## config.mk

```make
export PLATFORM = sky130hd
export DESIGN_NAME = tgc_sequencer
export DESIGN_NICKNAME = d
export VERILOG_FILES = /design/src/rtl/tgc_pkg.sv /design/src/rtl/tgc_gain_table.sv /design/src/rtl/tgc_seg_timer.sv /design/src/rtl/tgc_step_ctrl.sv /design/src/rtl/tgc_sequencer.sv
export SDC_FILE = /design/constraint.sdc
export NUM_CORES = 1
export LEC_CHECK = 0
export BUFFER_PORTS_ARGS = -buffer_cell sky130_fd_sc_hd__buf_4
export CORE_AREA = 4 4 180 182
export DETAILED_ROUTE_END_ITERATION = 7
export DIE_AREA = 0 0 184 186
export PLACE_DENSITY = 0.71
export SLEW_MARGIN = 10
export SYNTH_ARGS = -nofsm -noshare
export SYNTH_HDL_FRONTEND = slang
export SYNTH_SLANG_ARGS = --single-unit
export TNS_END_PERCENT = 20
```

## constraint.sdc

```tcl
create_clock -name clk -period 2.25 [get_ports clk]
set_input_delay 0.1125 -clock clk [delete_from_list [all_inputs] [get_ports clk]]
set_output_delay 0.1125 -clock clk [all_outputs]
set_load 0.005 [all_outputs]
```

## src/rtl/tgc_pkg.sv

```systemverilog
package tgc_pkg;

  typedef enum logic {
    TGC_IDLE = 1'b0,
    TGC_RUN  = 1'b1
  } tgc_phase_e;

  function automatic int unsigned cnt_width(input int unsigned n);
    return (n < 2) ? 1 : $clog2(n);
  endfunction

endpackage

```

## src/rtl/tgc_gain_table.sv

```systemverilog
module tgc_gain_table #(
  parameter int ENTRIES = 32,
  parameter int CODE_W  = 10,
  parameter int IDX_W   = $clog2(ENTRIES)
) (
  input  logic              clk,
  input  logic              rst_n,
  input  logic              wr_en,
  input  logic [IDX_W-1:0]  wr_addr,
  input  logic [CODE_W-1:0] wr_data,
  input  logic [IDX_W-1:0]  rd_addr,
  output logic [CODE_W-1:0] rd_data
);

  logic [CODE_W-1:0] entry_q [ENTRIES];

  for (genvar e = 0; e < ENTRIES; e++) begin : g_entry
    logic [CODE_W-1:0] q;
    logic              hit;

    assign hit = wr_en && (wr_addr == IDX_W'(e));

    always_ff @(posedge clk) begin
      if (!rst_n) begin
        q <= '0;
      end else if (hit) begin
        q <= wr_data;
      end
    end

    assign entry_q[e] = q;
  end

  assign rd_data = entry_q[rd_addr];

endmodule

```

## src/rtl/tgc_seg_timer.sv

```systemverilog
module tgc_seg_timer #(
  parameter int SEG_TICKS = 512,
  parameter int CNT_W     = tgc_pkg::cnt_width(SEG_TICKS)
) (
  input  logic             clk,
  input  logic             rst_n,
  input  logic             clear,
  input  logic             run,
  input  logic             tick_en,
  output logic             seg_done,
  output logic [CNT_W-1:0] tick_cnt
);

  localparam logic [CNT_W-1:0] LAST_TICK = CNT_W'(SEG_TICKS - 1);

  logic at_last;

  assign at_last  = (tick_cnt == LAST_TICK);
  assign seg_done = run && tick_en && at_last && !clear;

  always_ff @(posedge clk) begin
    if (!rst_n) begin
      tick_cnt <= '0;
    end else if (clear) begin
      tick_cnt <= '0;
    end else if (run && tick_en) begin
      tick_cnt <= at_last ? '0 : tick_cnt + 1'b1;
    end
  end

endmodule

```

## src/rtl/tgc_step_ctrl.sv

```systemverilog
module tgc_step_ctrl #(
  parameter int              ENTRIES   = 32,
  parameter int              CODE_W    = 10,
  parameter int              IDX_W     = $clog2(ENTRIES),
  parameter logic [CODE_W-1:0] IDLE_CODE = '0
) (
  input  logic              clk,
  input  logic              rst_n,
  input  logic              line_start,
  input  logic              seg_done,
  input  logic [CODE_W-1:0] rd_data,
  output logic [IDX_W-1:0]  rd_addr,
  output logic [CODE_W-1:0] dac_code,
  output logic [IDX_W-1:0]  seg_idx,
  output logic              line_active
);

  import tgc_pkg::*;

  localparam logic [IDX_W-1:0] LAST_SEG = IDX_W'(ENTRIES - 1);

  tgc_phase_e phase_q;
  logic       last_seg;

  assign last_seg    = (seg_idx == LAST_SEG);
  assign rd_addr     = line_start ? '0 : seg_idx + 1'b1;
  assign line_active = (phase_q == TGC_RUN);

  always_ff @(posedge clk) begin
    if (!rst_n) begin
      phase_q  <= TGC_IDLE;
      seg_idx  <= '0;
      dac_code <= IDLE_CODE;
    end else if (line_start) begin
      phase_q  <= TGC_RUN;
      seg_idx  <= '0;
      dac_code <= rd_data;
    end else if (seg_done) begin
      if (last_seg) begin
        phase_q  <= TGC_IDLE;
        seg_idx  <= '0;
        dac_code <= IDLE_CODE;
      end else begin
        seg_idx  <= seg_idx + 1'b1;
        dac_code <= rd_data;
      end
    end
  end

endmodule

```

## src/rtl/tgc_sequencer.sv

```systemverilog
module tgc_sequencer #(
  parameter int                ENTRIES   = 32,
  parameter int                CODE_W    = 10,
  parameter int                SEG_TICKS = 512,
  parameter logic [CODE_W-1:0] IDLE_CODE = '0,
  localparam int               IDX_W     = $clog2(ENTRIES),
  localparam int               CNT_W     = tgc_pkg::cnt_width(SEG_TICKS)
) (
  input  logic              clk,
  input  logic              rst_n,
  input  logic              line_start,
  input  logic              tick_en,
  input  logic              wr_valid,
  output logic              wr_ready,
  input  logic [IDX_W-1:0]  wr_addr,
  input  logic [CODE_W-1:0] wr_data,
  output logic [CODE_W-1:0] dac_code,
  output logic [IDX_W-1:0]  seg_idx,
  output logic              line_active
);

  logic              wr_en;
  logic              seg_done;
  logic [CNT_W-1:0]  tick_cnt;
  logic [IDX_W-1:0]  rd_addr;
  logic [CODE_W-1:0] rd_data;

  assign wr_ready = 1'b1;
  assign wr_en    = wr_valid && wr_ready;

  tgc_gain_table #(
    .ENTRIES (ENTRIES),
    .CODE_W  (CODE_W),
    .IDX_W   (IDX_W)
  ) u_table (
    .clk     (clk),
    .rst_n   (rst_n),
    .wr_en   (wr_en),
    .wr_addr (wr_addr),
    .wr_data (wr_data),
    .rd_addr (rd_addr),
    .rd_data (rd_data)
  );

  tgc_seg_timer #(
    .SEG_TICKS (SEG_TICKS),
    .CNT_W     (CNT_W)
  ) u_timer (
    .clk      (clk),
    .rst_n    (rst_n),
    .clear    (line_start),
    .run      (line_active),
    .tick_en  (tick_en),
    .seg_done (seg_done),
    .tick_cnt (tick_cnt)
  );

  tgc_step_ctrl #(
    .ENTRIES   (ENTRIES),
    .CODE_W    (CODE_W),
    .IDX_W     (IDX_W),
    .IDLE_CODE (IDLE_CODE)
  ) u_ctrl (
    .clk         (clk),
    .rst_n       (rst_n),
    .line_start  (line_start),
    .seg_done    (seg_done),
    .rd_data     (rd_data),
    .rd_addr     (rd_addr),
    .dac_code    (dac_code),
    .seg_idx     (seg_idx),
    .line_active (line_active)
  );

endmodule

```

==> qor.txt, run 1 <==
status -> finished, violations left
failing checks -> setup timing
EDFF count, synth -> 0
Worst-path clk slew -> 0.06 ns
grt ovf -> 0
Final WS setup -> -0.115 ns
DR WL/cell -> 20.7 um
Final Hold Violating Endpoints -> 0
Seq cells post-synth -> 345
starting density of the core -> 55.0%
largest net degree at the start of global routing -> 139
critical path arrival -> 2.77 ns
Final ANT Viol Nets -> 0
Core ar. -> 30,600 um2
Top Ports -> 37
Worst path max stage delay -> 0.55 ns
clk root buf -> clkbuf_16
Highest Clock Rate -> 423 MHz
CP Launch Type -> flop
Layout Nets -> 1,831
# diodes -> 0
Crit Path Class -> reg -> reg
CTS Buf Count -> 38
Post-synth ARST share -> 0%
Critical Path End Type -> flop
worst skew pair latency -> 0.53 ns
Crit path required time -> 2.65 ns
setup repair after global routing missed its margin -> yes
max-slew violations -> 0
1st-pass router iterations -> 5
Crit path max-delay family -> multiplexers
Mean Syn Cell Area -> 9.32 um2
critical path's slowest cell -> mux4_2
Chip Width -> 184 um
Sink Count -> 345
gr usage total -> 26.6%
syn_nets -> 1,831
synth top area cells -> dfxtp_1 41%, mux2i_1 14%, nor2b_1 9.4%
vias in the first global route -> 12,795
Post-Syn Instances -> 1,807
maximum root-to-sink buffer count -> 3
Hold Path Class -> in -> reg
1st-iter DRT viols -> 1,259
I/O Buffers -> 35
first-pass GRT wire length -> 72,900 um
Vias -> 13,320
worst clock skew -> 0.00972 ns
share of layout cells above drive strength 1 -> 14.5%
share of the synthesized area in the top cell type -> 41.0%
routability congestion estimate -> 0.903
final setup vio count -> 9
dpl hpwl -> 29,400 um
sequential share of the synthesized area -> 41.0%
Final Cycle Share -> 105%
residual DRC count -> 0
Area Growth Syn to Fin -> 13.9%
CTS tree -> yes
Netlist cell types -> 61
Die H -> 186 um
mapped cell area -> 16,800 um2
yosys warns -> 0
Max VDD drop -> 468 uV
H-tree depth -> 2
Die Footprint -> 34,200 um2
Primary FF master, synth -> dfxtp_1
crit path time final -> 2.37 ns
Worst-Margin Slew -> 1.17 ns
antenna violations before repair -> 0
FP Rows -> 64
most common cell in the netlist -> dfxtp_1
vias per cell -> 5.98
Buf/Inv on CP -> 1
PD cells -> 685 nW/um2
TNS Setup -> -0.598 ns
Post-synth top cells -> 345 x dfxtp_1, 252 x nor2b_1, 242 x mux2i_1
crit-path cells -> ha_4, buf_12, mux4_2, a22oi_2, o22ai_2, or3_1
Post-Route WL -> 46,200 um
max-cap viol count -> 0
final core utilization -> 62.7%
leading area contributor after synthesis -> dfxtp_1
crit-path max FO -> 17
P_leak -> 0.00642 uW
worst rel slew slack -> 21.9%
-- through the flow --
| stage | cells | setup slack [ns] | cell area (um2) | total power (uW) | hold slack, ns |
|---|---|---|---|---|---|
| 2_1_floorplan | 1807 | 0.0203 | 16900 | 6790 | 0.282 |
| 3_5_place_dp | 2159 | -0.222 | 17800 | 7050 | 0.454 |
| 5_1_grt | 2229 | -0.150 | 19200 | 13500 | 0.0857 |
| 4_1_cts | 2228 | -0.0824 | 19100 | 13200 | 0.0481 |
| 6_report | 2229 | -0.115 | 19200 | 13100 | 0.0612 |
| 3_3_place_gp | 2159 | -0.242 | 17800 | 7050 | 0.445 |
-- power breakdown --
group / switching (uW) / total, uW / internal, uW
combinational: 495 / 767 / 272
clock: 2510 / 6190 / 3680
sequential: 25.4 / 6180 / 6150
-- cells in the final DEF (no fill, tap or decap), drive strengths merged, types with 4 or more instances in the layout --
master / n
dfxtp: 345
mux2i: 242
nor3: 8
xor2: 6
a311o: 9
nand2b: 22
a22oi: 28
clkinv: 10
mux4: 30
nand2: 197
a21boi: 120
ha: 4
a221oi: 18
buf: 129
a21oi: 39
o21ai: 62
a211oi: 9
clkbuf: 54
nand3: 105
o22ai: 10
nor3b: 20
nor2: 47
nand4: 6
a2111oi: 9
or3: 15
nor2b: 252
-- worst min-delay path: stages --
cell and delay [ns]:
buf_4 0.25, nand3_1 0.11, a21boi_0 0.07
-- what timing repair did --
| item | in CTS | in global routing |
|---|---|---|
| pin swaps | 7 | 4 |
| gates cloned | 1 | 0 |
| setup endpoints to repair | 9 | 10 |
| hold buffers | 2 | 0 |
| resized for setup | 19 | 8 |
| buffers inserted | 0 | 1 |
| hold endpoints to repair | 32 | 0 |
-- state kept, by name, summed over array words and instances (netlist names) --
register / flops
u_table.g_entry.q: 320
u_ctrl.line_active: 1
u_ctrl.dac_code: 10
u_ctrl.seg_idx: 5
u_timer.tick_cnt: 9
-- cell families (layout without fill, tap and decap cells) --
logic type	Yosys count	count (layout)	synth area share (%)
adders and majority gates	4	4	0.297
xor gates and xnor gates	8	8	0.505
AOI/OAI and AO/OA	318	318	13.1
other	1	1	0.0223
DFF	345	345	41.0
muxes	273	273	18.7
and+or+nand+nor	684	684	21.4
buffers and inverters	174	200	4.91
-- worst paths after layout --
path,from,to,slack (ns),cells after the start
setup / recovery,u_ctrl.seg_idx[0]$_SDFFE_PP0P_,u_ctrl.dac_code[5]$_SDFFE_PN0P_,-0.12,6
hold / removal,wr_data[6],u_table.g_entry[6].q[6]$_SDFFE_PN0P_,0.06,3
setup reg to reg,u_ctrl.seg_idx[0]$_SDFFE_PP0P_,u_ctrl.dac_code[5]$_SDFFE_PN0P_,-0.12,6
hold reg to reg,u_table.g_entry[5].q[7]$_SDFFE_PN0P_,u_table.g_entry[5].q[7]$_SDFFE_PN0P_,0.46,2
-- layout make-up --
cell class / instances / area [um2]
Fill cell: 2514 / 11400
Multi-Input combinational cell: 1288 / 9310
Sequential cell: 345 / 6910
Timing Repair Buffer: 132 / 1220
Clock buffer: 54 / 1150
Tap cell: 396 / 495
Clock inverter: 12 / 87.6
Inverter: 2 / 7.51
-- routing by layer --
metal  vias to the layer above  routed length (um)  track usage [%]
li1                       6295                   -                -
met4                         0                1380             8.96
met1                      6484               21100             37.9
met5                         -                   0                0
met2                       452               20900             41.9
met3                        89                2860             3.58
(Power assumes the default switching activity.)
==> run 2: changes to the inputs <==
CORE_AREA = 4 4 189 191   (was 4 4 180 182)
DIE_AREA = 0 0 193 195   (was 0 0 184 186)
PLACE_DENSITY = 0.65   (was 0.71)
SLEW_MARGIN = unset   (was 10)
==> qor.txt, run 2 (synthesis gave the netlist of run 1 again) <==
status -> finished, violations left
failing checks -> setup timing
Worst-Margin Slew -> 1.42 ns (+0.248 ns)
crit path time final -> 2.29 ns (-0.0736 ns)
DR WL met2 -> 22,500 um (+7.7%)
most common cell after layout, fill and taps aside -> dfxtp_1
Layout fillers -> 2,945 (+17%)
design area -> 19,700 um2 (+2.7%)
Final Cycle Share -> 102% (-3.3 points)
vias in the first global route -> 12,991 (+1.5%)
sequential cell area -> 6910 um2 (about the same)
r2r startpoint -> u_ctrl.seg_idx[0]$_SDFFE_PP0P_
most frequent cells in the layout -> 341 x dfxtp_1, 249 x nor2b_1, 238 x mux2i_1
DR top layer -> met4
routability congestion estimate -> 0.911 (+0.91%)
P_leak -> 0.00656 uW (+2.2%)
Worst-path clk slew -> 0.06 ns (about the same)
worst clock skew -> 0.0139 ns (+0.00417 ns)
Post-Route WL -> 48,800 um (+5.5%)
grt ovf -> 0 (unchanged)
Core ar. -> 34,100 um2 (+12%)
crit-path max FO -> 16 (-1)
critical path arrival -> 2.76 ns (about the same)
final setup vio count -> 6 (-3)
max reg flops -> 320 (unchanged)
clk root buf -> clkbuf_16
worst skew pair latency -> 0.53 ns (about the same)
WHS Endpoint -> u_ctrl.seg_idx[3]$_SDFFE_PP0P_
antenna violations before repair -> 0 (unchanged)
CP Launch Type -> flop
Final Hold Violating Endpoints -> 0 (unchanged)
Worst R2R Setup Slack -> -0.04 ns (+0.07 ns)
CTS tree -> yes
DR WL/cell -> 21.1 um (+1.9%)
starting density of the core -> 49.3% (-5.7 points)
Critical R2R Capture -> u_ctrl.dac_code[7]$_SDFFE_PN0P_
final core utilization -> 57.7% (-5.0 points)
Crit path required time -> 2.72 ns (+0.07 ns)
Chip Width -> 193 um (+4.9%)
Final WS setup -> -0.0417 ns (+0.0736 ns)
max-cap viol count -> 0 (unchanged)
Die Footprint -> 37,600 um2 (+10%)
Crit Path Class -> reg -> reg
Hold Startpoint -> rst_n
CTS Buf Count -> 39 (+2.6%)
1st-iter DRT viols -> 1,293 (+2.7%)
Final ANT Viol Nets -> 0 (unchanged)
Multi-input gate area -> 9510 um2 (+2.2%)
PD cells -> 676 nW/um2 (-1.3%)
Area Growth Syn to Fin -> 16.9%
setup repair after global routing missed its margin -> yes
maximum root-to-sink buffer count -> 3 (unchanged)
vias per cell -> 5.80 (-3.0%)
I/O Buffers -> 35 (unchanged)
R2R cell count -> 7 (+1)
Vias -> 13,370 (+0.38%)
1st-pass router iterations -> 5 (unchanged)
DR WL met3 -> 2880 um (+0.66%)
dpl hpwl -> 31,000 um (+5.3%)
FP Rows -> 68 (+6.3%)
largest net degree at the start of global routing -> 322 (+130%)
# diodes -> 0 (unchanged)
Top Ports -> 37 (unchanged)
Post-DP Area -> 17,900 um2 (+0.90%)
Die H -> 195 um (+4.8%)
Hold Path Class -> in -> reg
largest registers -> u_table.g_entry.q: 320 flops, u_ctrl.dac_code: 10 flops, u_timer.tick_cnt: 9 flops
met1 wire length -> 21,900 um (+3.7%)
worst rel slew slack -> 5.31% (-17 points)
largest register by flop count -> u_table.g_entry.q
Highest Clock Rate -> 436 MHz (+3.2%)
share of layout cells above drive strength 1 -> 17.2% (+2.7 points)
residual DRC count -> 0 (unchanged)
CP Launch Point -> u_ctrl.seg_idx[0]$_SDFFE_PP0P_
Critical Path End Type -> flop
gr usage total -> 25.3% (-1.3 points)
first-pass GRT wire length -> 75,500 um (+3.6%)
Layout Nets -> 1,851 (+1.1%)
Sink Count -> 345 (unchanged)
H-tree depth -> 2 (unchanged)
Hold Path Cell Cnt -> 3 (unchanged)
Max VDD drop -> 612 uV (+31%)
max-slew violations -> 0 (unchanged)
[run 2: what timing repair did]
action,CTS,global route
endpoints found under the hold margin,2,0
buffers inserted,6,8
endpoints found under the setup margin,10,10
cloned,1,3
pin swaps,10,26
resized for setup,31,53
hold buffers,1,0
[run 2: worst max-delay path by stage]
stage / to / slack (ns) / cells past startpoint
after detailed placement: u_ctrl.dac_code[3]$_SDFFE_PN0P_ / -0.21 / 8
final: u_ctrl.dac_code[7]$_SDFFE_PN0P_ / -0.04 / 7
after global placement: u_ctrl.dac_code[3]$_SDFFE_PN0P_ / -0.17 / 8
after floorplan: u_ctrl.dac_code[9]$_SDFFE_PN0P_ / 0.02 / 10
after CTS: u_ctrl.dac_code[5]$_SDFFE_PN0P_ / -0.07 / 7
after global routing: u_ctrl.dac_code[1]$_SDFFE_PN0P_ / -0.09 / 7
[run 2: area by class of cell]
| type | instances | area share [%] |
|---|---|---|
| Clock buffer | 60 | 6.18 |
| Inverter | 2 | 0.0381 |
| Sequential cell | 345 | 35.1 |
| Clock inverter | 6 | 0.299 |
| Multi-Input combinational cell | 1290 | 48.3 |
| Tap cell | 455 | 2.89 |
| Timing Repair Buffer | 149 | 7.18 |
[run 2: metal layers]
| metal | track usage [%] | up-vias |
|---|---|---|
| met1 | 35.3 | 6490 |
| li1 | - | 6345 |
| met3 | 4.13 | 100 |
| met5 | 0 | - |
| met2 | 40.2 | 435 |
| met4 | 8.26 | 0 |
[run 2: report_power, final]
group	total [uW]	internal, uW	switching [uW]
registers	6180	6150	26.7
logic	791	295	497
clock network	6340	3820	2530
[run 2: through the flow]
step                hold slack [ns]  setup TNS, ns  setup WS (ns)  power [uW]  std cells
floorplan                     0.282              0         0.0203        6790       1807
global placement              0.449         -0.946         -0.170        7050       2231
detailed placement            0.455          -1.31         -0.212        7060       2231
CTS                          0.0410         -0.365        -0.0699       13400       2303
global route                 0.0645         -0.602        -0.0914       13700       2307
finish                       0.0589         -0.125        -0.0417       13300       2307
[run 2: worst max-delay path, cell delays in order (launching register included)]
cell     delay [ns]
dfxtp_4        0.35
ha_4           0.17
xnor2_2        0.14
nor2_2         0.82
buf_4          0.27
a22oi_1        0.09
o22ai_1        0.24
or3_1          0.14
